==> config.mk <==
export PLATFORM = sky130hd
export DESIGN_NAME = kbd_host_mailbox
export DESIGN_NICKNAME = d
export VERILOG_FILES = /design/src/rtl/mbx_pkg.sv /design/src/rtl/mbx_rst_qual.sv /design/src/rtl/mbx_in_chan.sv /design/src/rtl/mbx_out_chan.sv /design/src/rtl/kbd_host_mailbox.sv
export SDC_FILE = /design/constraint.sdc
export NUM_CORES = 1
export LEC_CHECK = 0
export BUFFER_PORTS_ARGS = -buffer_cell sky130_fd_sc_hd__buf_4
export CORE_ASPECT_RATIO = 1.75
export CORE_MARGIN = 2
export CORE_UTILIZATION = 54
export CTS_BUF_LIST = sky130_fd_sc_hd__clkbuf_8
export DETAILED_ROUTE_END_ITERATION = 16
export PLACE_DENSITY_LB_ADDON = 0.05
export SLEW_MARGIN = 30
export SYNTH_ARGS = -nofsm -noshare
export SYNTH_HDL_FRONTEND = slang
export SYNTH_SLANG_ARGS = --single-unit
==> constraint.sdc <==
create_clock -name clk -period 2.65 [get_ports clk]
set_input_delay 0.265 -clock clk [delete_from_list [all_inputs] [get_ports clk]]
set_output_delay 0.265 -clock clk [all_outputs]
set_load 0.02 [all_outputs]
==> src/rtl/mbx_pkg.sv <==
package mbx_pkg;
  localparam int DATA_W = 8;
  localparam int OBF_BIT = 0;
  localparam int IBF_BIT = 1;
  localparam int CD_BIT  = 3;
  localparam logic [7:0] USER_MASK = 8'hF4;
  typedef logic [DATA_W-1:0] byte_t;
endpackage

==> src/rtl/mbx_rst_qual.sv <==
module mbx_rst_qual #(
  parameter int RST_CYCLES = 24
) (
  input  logic clk,
  input  logic rst_req,
  output logic rst_int
);
  localparam int CNT_W = $clog2(RST_CYCLES + 1);
  localparam logic [CNT_W-1:0] CNT_MAX  = CNT_W'(RST_CYCLES);
  localparam logic [CNT_W-1:0] CNT_FIRE = CNT_W'(RST_CYCLES - 1);

  logic [CNT_W-1:0] cnt_q = '0;
  logic             rst_q = 1'b0;
  logic             live  = 1'b0;

  always_ff @(posedge clk) begin
    live <= 1'b1;
    if (!rst_req) begin
      cnt_q <= '0;
      rst_q <= 1'b0;
    end else begin
      if (cnt_q != CNT_MAX) cnt_q <= cnt_q + 1'b1;
      rst_q <= (cnt_q >= CNT_FIRE);
    end
  end

  assign rst_int = rst_q;


  rst_drop_chk: assert property (@(posedge clk) disable iff (!live)
    $fell(rst_req) |=> !rst_int);
endmodule

==> src/rtl/mbx_in_chan.sv <==
module mbx_in_chan
  import mbx_pkg::*;
(
  input  logic  clk,
  input  logic  rst,
  input  logic  host_wr,
  input  logic  host_addr,
  input  byte_t host_wdata,
  input  logic  ctl_rd,
  input  logic  ien_wr,
  input  logic  ien_val,
  output byte_t in_data,
  output logic  ibf,
  output logic  cd,
  output logic  irq
);
  byte_t data_q;
  logic  ibf_q, cd_q, ien_q, irq_q;
  logic  ibf_d, ien_d;

  always_comb begin
    ibf_d = ibf_q;
    if (host_wr)     ibf_d = 1'b1;
    else if (ctl_rd) ibf_d = 1'b0;
    ien_d = ien_wr ? ien_val : ien_q;
  end

  always_ff @(posedge clk) begin
    if (rst) begin
      data_q <= '0;
      ibf_q  <= 1'b0;
      cd_q   <= 1'b0;
      ien_q  <= 1'b0;
      irq_q  <= 1'b0;
    end else begin
      if (host_wr) begin
        data_q <= host_wdata;
        cd_q   <= host_addr;
      end
      ibf_q <= ibf_d;
      ien_q <= ien_d;
      irq_q <= ibf_d & ien_d;
    end
  end

  assign in_data = data_q;
  assign ibf     = ibf_q;
  assign cd      = cd_q;
  assign irq     = irq_q;

  logic armed = 1'b0;
  always_ff @(posedge clk) if (rst) armed <= 1'b1;


  ibf_set_chk: assert property (@(posedge clk) disable iff (!armed || rst)
    host_wr |=> ibf);

  cd_track_chk: assert property (@(posedge clk) disable iff (!armed || rst)
    host_wr |=> cd == $past(host_addr));

  ibf_clr_chk: assert property (@(posedge clk) disable iff (!armed || rst)
    (ctl_rd && !host_wr) |=> !ibf);

  irq_match_chk: assert property (@(posedge clk) disable iff (!armed || rst)
    irq == (ibf && ien_q));
endmodule

==> src/rtl/mbx_out_chan.sv <==
module mbx_out_chan
  import mbx_pkg::*;
(
  input  logic  clk,
  input  logic  rst,
  input  logic  ctl_wr,
  input  byte_t ctl_wdata,
  input  logic  host_take,
  output byte_t out_data,
  output logic  obf
);
  byte_t data_q;
  logic  obf_q;

  always_ff @(posedge clk) begin
    if (rst) begin
      data_q <= '0;
      obf_q  <= 1'b0;
    end else begin
      if (ctl_wr) begin
        data_q <= ctl_wdata;
        obf_q  <= 1'b1;
      end else if (host_take) begin
        obf_q  <= 1'b0;
      end
    end
  end

  assign out_data = data_q;
  assign obf      = obf_q;

  logic armed = 1'b0;
  always_ff @(posedge clk) if (rst) armed <= 1'b1;


  obf_set_chk: assert property (@(posedge clk) disable iff (!armed || rst)
    ctl_wr |=> obf);

  obf_clr_chk: assert property (@(posedge clk) disable iff (!armed || rst)
    (host_take && !ctl_wr) |=> !obf);
endmodule

==> src/rtl/kbd_host_mailbox.sv <==
module kbd_host_mailbox
  import mbx_pkg::*;
#(
  parameter int RST_CYCLES = 24
) (
  input  logic       clk,
  input  logic       rst_req,
  input  logic       host_addr,
  input  logic       host_wr,
  input  logic [7:0] host_wdata,
  input  logic       host_rd,
  output logic [7:0] host_rdata,
  input  logic       ctl_rd_in,
  output logic [7:0] ctl_in_data,
  input  logic       ctl_wr_out,
  input  logic [7:0] ctl_wdata,
  input  logic       ctl_wr_stat,
  input  logic [7:0] ctl_stat_data,
  input  logic       ctl_wr_ien,
  input  logic       ctl_ien_val,
  output logic [7:0] ctl_status,
  output logic       ctl_irq
);
  logic  rst;
  logic  ibf, cd, obf;
  byte_t out_data;
  byte_t user_q;
  byte_t rdata_q;
  logic [7:0] status;

  mbx_rst_qual #(.RST_CYCLES(RST_CYCLES)) u_rst (
    .clk(clk), .rst_req(rst_req), .rst_int(rst)
  );

  mbx_in_chan u_in (
    .clk(clk), .rst(rst), .host_wr(host_wr), .host_addr(host_addr),
    .host_wdata(host_wdata), .ctl_rd(ctl_rd_in), .ien_wr(ctl_wr_ien),
    .ien_val(ctl_ien_val), .in_data(ctl_in_data), .ibf(ibf), .cd(cd),
    .irq(ctl_irq)
  );

  mbx_out_chan u_out (
    .clk(clk), .rst(rst), .ctl_wr(ctl_wr_out), .ctl_wdata(ctl_wdata),
    .host_take(host_rd && !host_addr), .out_data(out_data), .obf(obf)
  );

  always_comb begin
    status          = user_q & USER_MASK;
    status[OBF_BIT] = obf;
    status[IBF_BIT] = ibf;
    status[CD_BIT]  = cd;
  end

  always_ff @(posedge clk) begin
    if (rst) begin
      user_q  <= '0;
      rdata_q <= '0;
    end else begin
      if (ctl_wr_stat) user_q <= ctl_stat_data & USER_MASK;
      if (host_rd)     rdata_q <= host_addr ? status : out_data;
    end
  end

  assign ctl_status = status;
  assign host_rdata = rdata_q;

  logic armed = 1'b0;
  always_ff @(posedge clk) if (rst) armed <= 1'b1;


  user_keep_chk: assert property (@(posedge clk) disable iff (!armed || rst)
    !ctl_wr_stat |=> $stable(ctl_status & USER_MASK));

  flag_keep_chk: assert property (@(posedge clk) disable iff (!armed || rst)
    (ctl_wr_stat && !host_wr && !ctl_rd_in && !ctl_wr_out && !host_rd)
      |=> $stable(ctl_status & ~USER_MASK));

  stat_read_chk: assert property (@(posedge clk) disable iff (!armed || rst)
    (host_rd && host_addr) |=> host_rdata == $past(ctl_status));

  rdata_hold_chk: assert property (@(posedge clk) disable iff (!armed || rst)
    !host_rd |=> $stable(host_rdata));
endmodule

==> impl_results.md <==
* Vias in the first global route at 1221
* Initial Utilization at 57.3%
* Via count at 1196
* H-tree Lvls at 2
* Setup repair bufs after CTS at 0
* Adder-cell share of the synthesized area at 1.60%
* Clock transition at the registers of the reported paths at 0.07 ns
* Total negative setup slack at 0 ns
* Internal power at 1.12 mW
* Drt first pass iters at 4
* CTS tree: built
* Hold_buf cts at 0
* Post-synth top area cell: dfxtp_1
* WL final at 3130 µm
* Syn Nets at 187
* Net Sw Power at 0.357 mW
* Worst stage delay on the critical path at 0.92 ns
* Avg Inst Size Synth at 10.3 µm²
* Setup crit start kind: register
* Most common cell in the netlist: dfxtp_1
* Core Footprint at 2720 µm²
* Number of synthesized flops with an enable pin at 0
* I/O pins at 59
* Placed Cells at 221
* Logic pwr share at 17.3%
* Fmax at 719 MHz
* Worst reg2reg setup slack at 1.26 ns
* Fin nets at 237
* Power per cell area at 722 nW/µm²
* Fillers at 207
* Cell count along the critical path at 2
* Gr usage total at 21.8%
* Post-synthesis register bit count at 40
* Post-synthesis async set-or-reset flop share at 0%
* GRT Residual Overflow at 0
* Synth warn at 0
* Post-synthesis sequential area ratio at 51.3%
* Worst flop-to-flop path startpoint: u_rst.rst_int
* Final Hold Fails at 0
* Worst-Margin Slew at 0.915 ns
* CTS Root Cell: clkbuf_8
* Largest net degree at the start of global routing at 28
* DRT iter0 DRCs at 20
* Reg2reg path depth at 2
* Number of remaining DRC errors at 0
* Layout cells sized above 1 at 32.7%
* Wire length per cell at 13.7 µm
* Total CTS buffers at 5
* GR met1 Demand/Resource at 23.9%
* Fin. max-slew vios at 0
* Synth Cell Area at 1560 µm²
* Tcrit/Tclk final at 52.5%
* Worst-case vdd ir drop at 0.630 mV
* Clock buffer depth at 2
* Largest cells by area after synthesis: dfxtp_1 (51%), mux2i_1 (20%), nor2_1 (8.2%), a211oi_1 (4.3%), buf_4 (2.4%)
* Synth Flop Type: dfxtp_1
* Min-delay src: host_wdata[3]
* Max Cap Viol at 0
* Setup CP Type: register to register
* GR peak layer: met2
* Min cycle time layout at 1.39 ns
* Die H at 75.1 µm
* Fin cells at 229
* Worst path cell trace: buf_4, a211oi_1
* Multiplexer area fraction after synthesis at 19.9%
* GP Congestion at 0.726
* Crit-path leading delay family: flip-flops
* Sw Ratio at 24.1%
* Clock Skews at 0.00434 ns
* IO buf count at 55
* Area fraction in compound gates after synthesis at 5.77%
* WP data required at 2.81 ns
* CTS Sinks at 40
* Slowest CP cell: dfxtp_1
* RSZ-0062 raised after global routing: no
* Antenna Cells at 0
* Die ar. at 3350 µm²
* Most frequent cells after synthesis: dfxtp_1 (40), nor2_1 (34), mux2i_1 (31)
* Initial antenna violation count at 0
* Worst rel slew slack at 38.9%
* Crit path max fanout at 27
* Worst skew pair latency at 0.28 ns
* Hold path depth at 3
* Setup crit end kind: register
* Vias per cell at 5.22
* Hold endpoint: u_in.in_data[3]
* Largest family of logic cells by synthesized area: multiplexers
* Min-delay worst type: input port to register
* Count of final setup violators at 0
* Synth unique cells at 22
* Final ANT Viol Nets at 0
* Xor/xnor share of the synthesized area at 2.25%
* Top cell type's share of synthesized area at 51.3%
* LEAKAGE at 1.02 nW
* Sequential Power Share at 47.3%
* Clock group share of total power at 35.4%
* Met2 GRT Util at 38.3%
* M3 GR Usage at 5.76%
* RR Endpoint: host_rdata[5]
* Run status: finished, final reports clean
* Worst Path Buf+Inv at 1
* First-pass GRT wire length at 5350 µm
* # rows at 25
* Post-Synthesis Cells at 151
* Simple-Gate Fraction of Synth Area at 12.8%
* HPWL after detailed placement at 2340 µm
* Die outline width at 44.6 µm
* Area grow syn2layout at 31.5%
* WP data arrival at 1.56 ns
* Post-CTS resize count at 0
area by class of cell:
class	count	area, µm²	area share, %
flip-flops and latches	40	801	39.0
multi-input cells	95	659	32.1
repair buffers	56	420	20.5
clock buffers	7	96.3	4.70
well taps	27	33.8	1.65
clock inverters	1	30.0	1.46
inverters	3	11.3	0.549
per-layer routing:
metal  share of wire, %  wire (µm)  up-vias
met1                 37       1160      557
met3                6.5        202        2
met5                  0          0        -
met4               0.45         14        0
met2                 56       1750       38
li1                   -          -      599
worst max-delay path by stage:
stage	startpoint	end	slack [ns]
after floorplan	u_rst.cnt_q[0]	u_rst.cnt_q[0]	1.58
after global placement	u_rst.rst_int	host_rdata[7]	1.30
after detailed placement	u_rst.rst_int	host_rdata[5]	1.28
after CTS	u_rst.rst_int	host_rdata[5]	1.25
after global routing	u_rst.rst_int	host_rdata[5]	1.15
final	u_rst.rst_int	host_rdata[5]	1.26
cell families (layout without fill, tap and decap cells):
family,after synthesis,in the layout
AOI/OAI and AO/OA,13,13
xor gates and xnor gates,4,4
adders and majority gates,2,2
buffers and inverters,16,67
DFF,40,40
muxes,31,31
and+or+nand+nor,45,45
cell usage in the layout (no fill, tap or decap):
cell type and instances:
buf_4 56, dfxtp_1 40, nor2_1 34, mux2i_1 31, a211oi_1 9, clkbuf_8 7
inv_1 3, nand3_1 3, xnor2_1 3, and2_1 3, a21oi_1 2, ha_1 2
nand4b_2 1, xor2_1 1, and3_2 1, nand2_1 1, o21ai_0 1, o211ai_1 1
nand2b_1 1, nor3_1 1, bufinv_16 1
power groups by stage:
stage,clock network (mW),registers [mW],logic [mW]
2_1_floorplan,0,0.756,0.103
3_3_place_gp,0,0.710,0.250
3_5_place_dp,0,0.713,0.259
4_1_cts,0.542,0.701,0.261
5_1_grt,0.564,0.708,0.280
6_report,0.524,0.701,0.257
metrics by stage:
| stage | power [mW] | util, % | hold WS (ns) | instance area, µm² | setup WS, ns |
|---|---|---|---|---|---|
| global route | 1.55 | 75.4 | 0.213 | 2050 | 1.15 |
| global placement | 0.960 | 70.8 | 0.472 | 1930 | 1.30 |
| CTS | 1.50 | 75.4 | 0.209 | 2050 | 1.25 |
| detailed placement | 0.972 | 70.8 | 0.481 | 1930 | 1.28 |
| floorplan | 0.859 | - | 0.387 | 1560 | 1.58 |
| finish | 1.48 | 75.4 | 0.219 | 2050 | 1.26 |
worst min-delay path: cells and delay by family:
family | cells | cell delay (ns)
buf+inv | 1 | 0.08
simple gates | 1 | 0.07
mux | 1 | 0.05
sequential cells by signal (all words and copies together), names as in the netlist:
signal / count
host_rdata: 8
u_in.cd: 1
u_rst.cnt_q: 5
user_q: 5
u_in.ibf: 1
u_out.obf: 1
u_in.ien_q: 1
u_in.in_data: 8
u_in.irq: 1
u_rst.rst_int: 1
u_out.out_data: 8
No activity file was read; power rests on OpenSTA's default activity.
